[src/rtl/ringcap_pkg.sv]
package ringcap_pkg;
  typedef struct packed {
    logic restart;
    logic accept;
  } ctlStrobes_t;
endpackage

[src/rtl/ringcap_ctrl.sv]
module ringcap_ctrl
  import ringcap_pkg::*;
#(
  parameter int NUM_CH = 4,
  localparam int CH_W = $clog2(NUM_CH)
) (
  input  logic            clk,
  input  logic            rstN,
  input  logic            startPulse,
  input  logic            stopReq,
  input  logic            smpValid,
  input  logic            segLast,
  output ctlStrobes_t     strobes,
  output logic [CH_W-1:0] activeCh,
  output logic            running
);
  localparam logic [CH_W-1:0] LAST_CH = CH_W'(NUM_CH - 1);

  logic accept;
  logic handoff;

  always_comb begin
    accept          = running & smpValid;
    handoff         = accept & segLast;
    strobes.restart = startPulse;
    strobes.accept  = accept;
  end

  always_ff @(posedge clk) begin
    if (!rstN) begin
      running  <= 1'b0;
      activeCh <= '0;
    end else if (startPulse) begin
      running  <= 1'b1;
      activeCh <= '0;
    end else begin
      if (handoff) activeCh <= (activeCh == LAST_CH) ? '0 : activeCh + CH_W'(1);
      if (stopReq) running <= 1'b0;
    end
  end

  assert_handoff_next_R5: assert property (@(posedge clk) disable iff (!rstN)
    (handoff && !startPulse && activeCh != LAST_CH) |=> activeCh == $past(activeCh) + CH_W'(1));
  assert_ring_close_R6: assert property (@(posedge clk) disable iff (!rstN)
    (handoff && !startPulse && activeCh == LAST_CH) |=> activeCh == '0);
  assert_stop_halts_R8: assert property (@(posedge clk) disable iff (!rstN)
    (stopReq && !startPulse) |=> !running);
  assert_start_wins_R9: assert property (@(posedge clk) disable iff (!rstN)
    startPulse |=> (running && activeCh == '0));
  assert_idle_hold_R7: assert property (@(posedge clk) disable iff (!rstN)
    (!accept && !startPulse) |=> $stable(activeCh));
endmodule

[src/rtl/ringcap_datapath.sv]
module ringcap_datapath
  import ringcap_pkg::*;
#(
  parameter int ADDR_W    = 32,
  parameter int DATA_W    = 32,
  parameter int NUM_CH    = 4,
  parameter int SEG_WORDS = 8192,
  localparam int CH_W      = $clog2(NUM_CH),
  localparam int OFF_W     = $clog2(SEG_WORDS),
  localparam int SEG_BYTES = SEG_WORDS * 4,
  localparam int SEG_SH    = $clog2(SEG_BYTES)
) (
  input  logic              clk,
  input  logic              rstN,
  input  ctlStrobes_t       strobes,
  input  logic [CH_W-1:0]   chIdx,
  input  logic [ADDR_W-1:0] baseIn,
  input  logic [DATA_W-1:0] smpData,
  output logic              segLast,
  output logic [ADDR_W-1:0] memAddr,
  output logic [DATA_W-1:0] memData,
  output logic              memWe,
  output logic [ADDR_W-1:0] wrPtr
);
  logic [ADDR_W-1:0]            baseReg;
  logic [NUM_CH-1:0][OFF_W-1:0] offs;
  logic [OFF_W-1:0]             curOff;
  logic [ADDR_W-1:0]            segBase;

  always_ff @(posedge clk) begin
    if (!rstN) baseReg <= '0;
    else if (strobes.restart) baseReg <= {baseIn[ADDR_W-1:SEG_SH], SEG_SH'(0)};
  end

  for (genvar g = 0; g < NUM_CH; g++) begin : gChan
    logic [OFF_W-1:0] chOff;
    always_ff @(posedge clk) begin
      if (!rstN) chOff <= '0;
      else if (strobes.restart) chOff <= '0;
      else if (strobes.accept && chIdx == CH_W'(g)) chOff <= chOff + OFF_W'(1);
    end
    assign offs[g] = chOff;
  end

  always_comb begin
    curOff  = offs[chIdx];
    segLast = (curOff == OFF_W'(SEG_WORDS - 1));
    segBase = baseReg + (ADDR_W'(chIdx) << SEG_SH);
    wrPtr   = segBase + (ADDR_W'(curOff) << 2);
    memAddr = wrPtr;
    memData = smpData;
    memWe   = strobes.accept;
  end

  assert_word_step_R3: assert property (@(posedge clk) disable iff (!rstN)
    (strobes.accept && !segLast && !strobes.restart) |=> wrPtr == $past(wrPtr) + ADDR_W'(4));
  assert_seg_start_R5: assert property (@(posedge clk) disable iff (!rstN)
    (strobes.accept && segLast && !strobes.restart) |=> wrPtr[SEG_SH-1:0] == '0);
  assert_ptr_hold_R7: assert property (@(posedge clk) disable iff (!rstN)
    (!strobes.accept && !strobes.restart) |=> $stable(wrPtr));
endmodule

[src/rtl/ringcap_dma.sv]
module ringcap_dma
  import ringcap_pkg::*;
#(
  parameter int ADDR_W    = 32,
  parameter int DATA_W    = 32,
  parameter int NUM_CH    = 4,
  parameter int SEG_WORDS = 8192,
  localparam int CH_W = $clog2(NUM_CH)
) (
  input  logic              clk,
  input  logic              rstN,
  input  logic              startPulse,
  input  logic              stopReq,
  input  logic [ADDR_W-1:0] baseAddr,
  input  logic              smpValid,
  input  logic [DATA_W-1:0] smpData,
  output logic              smpReady,
  output logic [ADDR_W-1:0] memAddr,
  output logic [DATA_W-1:0] memData,
  output logic              memWe,
  output logic [CH_W-1:0]   activeCh,
  output logic [ADDR_W-1:0] wrPtr
);
  ctlStrobes_t strobes;
  logic        segLast;
  logic        running;

  ringcap_ctrl #(.NUM_CH(NUM_CH)) uCtrl (
    .clk(clk), .rstN(rstN), .startPulse(startPulse), .stopReq(stopReq),
    .smpValid(smpValid), .segLast(segLast), .strobes(strobes),
    .activeCh(activeCh), .running(running)
  );

  ringcap_datapath #(
    .ADDR_W(ADDR_W), .DATA_W(DATA_W), .NUM_CH(NUM_CH), .SEG_WORDS(SEG_WORDS)
  ) uPath (
    .clk(clk), .rstN(rstN), .strobes(strobes), .chIdx(activeCh),
    .baseIn(baseAddr), .smpData(smpData), .segLast(segLast),
    .memAddr(memAddr), .memData(memData), .memWe(memWe), .wrPtr(wrPtr)
  );

  assign smpReady = running;

  assert_no_idle_write_R8: assert property (@(posedge clk) disable iff (!rstN)
    !smpReady |-> !memWe);
  assert_write_is_ptr_R11: assert property (@(posedge clk) disable iff (!rstN)
    memWe |-> memAddr == wrPtr);
endmodule

[config.mk]
export PLATFORM = sky130hd
export DESIGN_NAME = ringcap_dma
export DESIGN_NICKNAME = d
export VERILOG_FILES = /design/src/rtl/ringcap_pkg.sv /design/src/rtl/ringcap_ctrl.sv /design/src/rtl/ringcap_datapath.sv /design/src/rtl/ringcap_dma.sv
export SDC_FILE = /design/constraint.sdc
export NUM_CORES = 1
export LEC_CHECK = 0
export ABC_AREA = 1
export CAP_MARGIN = 20
export CORE_ASPECT_RATIO = 1.5
export CORE_UTILIZATION = 40
export CTS_CLUSTER_DIAMETER = 50
export DETAILED_ROUTE_END_ITERATION = 6
export GPL_TIMING_DRIVEN = 0
export PLACE_DENSITY = 0.82
export RECOVER_POWER = 50
export SLEW_MARGIN = 20
export SYNTH_ARGS = -nofsm -noshare
export SYNTH_HDL_FRONTEND = slang
export SYNTH_SLANG_ARGS = --single-unit
[constraint.sdc]
create_clock -name clk -period 3.5 [get_ports clk]
set_input_delay 0.35 -clock clk [delete_from_list [all_inputs] [get_ports clk]]
set_output_delay 0.35 -clock clk [all_outputs]
set_load 0.1 [all_outputs]
### Word level (Yosys, flattened, before mapping)

Index checks and enable logic that the tools add are counted.

* $add $sub $neg: 7
* magnitude comparators: 1
* equal/unequal tests: 4
* multiplexer cells: 5
* bitwise operators: 3
* reductions and logical operators: 7

Operators with widths (number)
* $add A13 B1 Y13 const B: 4
* $add A32 B15 Y32: 1
* $add A32 B17 Y32: 1
* $bmux W13 S2: 1
* $eq A13 B13 Y1 const B: 1
* $mux W13: 1
* $eq A2 B2 Y1 const B: 2
* $logic_and A1 B1 Y1: 4
* $lt A2 B3 Y1 const B: 1
* $add A2 B1 Y2 const B: 1
* $and A1 B1 Y1: 2
* $eq A2 B1 Y1 const B: 1
* $logic_not A2 Y1: 1
* $mux W1: 2
* $mux W2: 1
* $reduce_bool A2 Y1: 1
* $reduce_or A2 Y1: 1
* $not A1 Y1: 1

* register bits after elaboration: 72
* output and inout port bits: 100
* logic and storage cells: 34

### Longest topological paths before layout

* depth in word-level cells: 4
* gate-level depth with buffers: 13

### Cells and area by module

Synthesis repeated with hierarchy kept, for this count alone.

* cells, all modules: 727
* area total of the unflattened synthesis: 4747.1 µm²

By module, submodules not included
* ringcap_datapath: times used 1, cells an instance 702, area an instance 4564.4 µm², seq. area each 1381.3 µm²
* ringcap_ctrl: times used 1, cells an instance 25, area an instance 182.7 µm², seq. area each 60.1 µm²

### Worst setup path before layout

Ideal clock, no wire load.

* kind: register -> output
* start: register uCtrl.activeCh[0]
* end: output port wrPtr[27]
* arrival: 4.399 ns
* data required time: 3.150 ns
* path slack: -1.249 ns
* cell stages (with the launch flop): 10
* path buffers: 1
* cells stage by stage: dfxtp_1 > ha_1 > fa_1 > nand2_1 > nor4_2 > nand2_1 > nor2_2 > nand2_1 > xnor2_1 > buf_4

* word-level cells in the longest chain between the ends: 3

Ends and longest elaborated chain
* start: declaration: line ringcap_ctrl.sv:14 `output logic [CH_W-1:0] activeCh,`
* start signal: assignment: line ringcap_ctrl.sv:37 `if (handoff) activeCh <= (activeCh == LAST_CH) ? '0 : activeCh + CH_W'(1);`
* parallel branches: the longest is 2 deep, another holds $add A32 B17 Y32
* $add A32 B15 Y32 (*): line ringcap_datapath.sv:49 `wrPtr = segBase + (ADDR_W'(curOff) << 2);`
* end: declaration: line ringcap_dma.sv:22 `output logic [ADDR_W-1:0] wrPtr`

Every way passes the cells marked *. The select of a mux whose other input is x is not followed.

### Worst setup path in the final report

* start: register uCtrl.activeCh[0]
* end: output port wrPtr[29]

Same word-level chain as after synthesis.

==> flow_metrics.tcl <==
set metrics [dict create \
    hold_path_class "reg2reg" \
    synthMostInstantiatedCell "sky130_fd_sc_hd__nand2_1" \
    post_synth_num_cell_types 34 \
    n_fill_cell 1017 \
    critical-path-top-delay-family "buffers and inverters" \
    number_of_diodes_added_for_antenna_fixing 0 \
    boundaryPins 169 \
    min_period_over_period_pct 94.5 \
    seq_area_frac_synth_pct 32.8 \
    kind_of_start_point_of_the_critical_path "flop" \
    post_route_cells_drive_above_1_share_pct 15.9 \
    finalHoldViolations 0 \
    outcome "complete, no violations" \
    synthToLayoutAreaGrowth_pct 38.4 \
    cts-root-buf "sky130_fd_sc_hd__clkbuf_16" \
    dp.final_hpwl_microns 9350 \
    min_period_ns 3.31 \
    power_leakage_uw 0.00261 \
    number_of_global_route_vias_before_repair 4281 \
    post-route-cell-area_sq_mm 0.00609 \
    final_critical_path_setup_slack_ns 0.193 \
    wl_per_cell_microns 13.0 \
    timing.critical_path.arrival_ns 2.96 \
    synth_area_sq_mm 0.00440 \
    buffer_ports.inserted 117 \
    ys_seq_elements 72 \
    clock_skew_ns 0.00408 \
    grt_max_degree 12 \
    detail_route.vias_per_cell 4.85 \
    critical_path.cell_chain "ha_1 > fa_1 > nand2_1 > nor3_1 > nand4_1 > xor2_2 > buf_4 > clkdlybuf4s15_1" \
    post-route-drc-count 0 \
    critical_path_peak_fanout 9 \
    worst_max_slew_pin_slew_ns 0.996 \
    final.setup.tns_ns 0 \
    drt_first_pass_iters 5 \
    overflow 0 \
    synth.yosys.warnings 0 \
    endpoints_failing_setup 0 \
    chipHeight_microns 130 \
    ys_async_sr_fraction_pct 0 \
    finalNetCount 855 \
    antenna_found_initial 0 \
    power_density_mw_per_mm2 377 \
    design.core.area_sq_mm 0.0106 \
    critical_path.n_buffers_inverters 2 \
    maxCapViolCount 0 \
    cts_hold_buf 0 \
    routed-via-count 4475 \
    initial_utilization_pct 41.3 \
    fp.dieArea_sq_mm 0.0114 \
    max_freq_ghz 0.302 \
    groute.usage.overall_pct 21.8 \
    final-max-slew-violation-count 0 \
    share_of_the_core_filled_with_cells_in_the_final_layout_pct 57.2 \
    netlist.area_leader.share_pct 32.8 \
    cts-buffers-inserted 9 \
    seqCellArea_sq_mm 0.00144 \
    wl_microns 12000 \
    synth.cells.most_frequent "122 x sky130_fd_sc_hd__nand2_1, 73 x sky130_fd_sc_hd__buf_4, 72 x sky130_fd_sc_hd__dfxtp_1, 72 x sky130_fd_sc_hd__nor2_1, 69 x sky130_fd_sc_hd__inv_1" \
    critical_path.max_stage_delay_ns 0.81 \
    synth_edf_count 0 \
    synth.avg_cell_area_sq_um 6.83 \
    drt_first_iter_violations 221 \
    worst_ep_required_time_ns 3.15 \
    synth.area.top_cells "sky130_fd_sc_hd__dfxtp_1 33%, sky130_fd_sc_hd__buf_4 12%, sky130_fd_sc_hd__nand2_1 10%, sky130_fd_sc_hd__nor2_1 6.1%, sky130_fd_sc_hd__inv_1 5.9%" \
    post-place-ws_ns -0.166 \
    gpl.final_weighted_congestion 0.868 \
    synth-main-ff-cell "sky130_fd_sc_hd__dfxtp_1" \
    vdd.ir_drop.worst_mv 0.225 \
    cts.clk_slew.worst_paths_ns 0.05 \
    longest_clk_path_bufs 2 \
    placed_cell_area_sq_mm 0.00588 \
    largest_area_contributor_in_the_netlist "sky130_fd_sc_hd__dfxtp_1" \
    die_wd_microns 87.6 \
    numClockSinks 72 \
    tritoncts "yes" \
    critical-path-slowest-cell "sky130_fd_sc_hd__clkdlybuf4s15_1" \
    h-tree-depth 3 \
    grt_setup_unrepaired "no" \
    clk-insertion-delay-late_ns 0.33 \
    setup.worst_path.class "reg2out" \
    antenna_violating_nets_post_route 0 \
    max_slew_margin_pct 33.4 \
    finalHoldWorstSlack_ns 0.469 \
    placementRows 46 \
    syn_inst 644 \
    grt_first_pass_wirelength_microns 19000 \
    worstSetupEndpointType "output pin" \
    multi_input_area_sq_mm 0.00221 \
]
-- report_power, final --
group,internal [uW],switching (uW)
clock network,516,323
registers,835,18.5
logic,147,454
-- cell usage in the layout, fill, tap and decap left out, types with 9 or more instances in the layout --
cell                              instances
sky130_fd_sc_hd__inv_1                   69
sky130_fd_sc_hd__clkdlybuf4s50_1         64
sky130_fd_sc_hd__nand2_1                122
sky130_fd_sc_hd__dlygate4sd3_1           34
sky130_fd_sc_hd__nand4_1                 10
sky130_fd_sc_hd__buf_4                   73
sky130_fd_sc_hd__o21ai_0                 39
sky130_fd_sc_hd__ha_1                    10
sky130_fd_sc_hd__clkbuf_16                9
sky130_fd_sc_hd__a21oi_1                 49
sky130_fd_sc_hd__nor3_1                  16
sky130_fd_sc_hd__nor2_1                  77
sky130_fd_sc_hd__dfxtp_1                 70
sky130_fd_sc_hd__o21a_1                   9
sky130_fd_sc_hd__clkbuf_1                14
sky130_fd_sc_hd__nand3_1                 45
-- metal layers --
metal  track usage, %  vias up  routed length [microns]
li1                 -     2257                        -
met5                0        -                        0
met1             21.9     1976                     4610
met3             4.02       31                      915
met4             11.7        0                      437
met2             41.6      211                     6030
-- logic make-up after synthesis --
| group | synth area share (%) |
|---|---|
| xor+xnor | 3.19 |
| compound gates | 12.8 |
| buf+inv | 19.7 |
| simple gates | 28.2 |
| fa+ha+maj | 3.30 |
| other cells | 0.0853 |
| flops | 32.8 |
-- tightest hold or removal path, stage by stage, from the launching register on --
cell and delay (ns):
sky130_fd_sc_hd__dfxtp_1 0.31, sky130_fd_sc_hd__inv_1 0.06, sky130_fd_sc_hd__a21oi_1 0.05
-- final timing paths --
| kind | endpoint | slack, ns | start | cells after the start |
|---|---|---|---|---|
| worst max-delay path | wrPtr[29] | 0.19 | uCtrl.activeCh[0] | 8 |
| worst min-delay path | uPath.gChan[3].chOff[12] | 0.47 | uPath.gChan[3].chOff[12] | 2 |
| worst max register to register | uPath.gChan[0].chOff[11] | 1.13 | uCtrl.activeCh[0] | 10 |
| worst min register to register | uPath.gChan[3].chOff[12] | 0.47 | uPath.gChan[3].chOff[12] | 2 |
-- sequential cells by signal, summed over array words and instances, names as in the netlist --
name               count
uPath.baseReg         17
uCtrl.running          1
uPath.gChan.chOff     52
uCtrl.activeCh         2
-- what timing repair did --
action / in CTS / in global routing
resized for setup: 28 / 22
endpoints found under the hold margin: 0 / 0
buffers inserted: 0 / 0
setup endpoints to repair: 17 / 13
-- metrics by stage --
stage                     power [uW]  cells
final                           2290    923
after global routing            2370    923
after CTS                       2330    923
after detailed placement        1490    908
after global placement          1490    908
after floorplan                 1360    647
-- cell type report --
type / count / area share (%)
clock buffers: 15 / 4.40
flip-flops and latches: 72 / 23.7
repair buffers: 117 / 18.5
plain buffers: 83 / 9.58
multi-input cells: 418 / 36.3
inverters: 74 / 4.58
well taps: 144 / 2.96
Power figures use the tool's default switching activity.
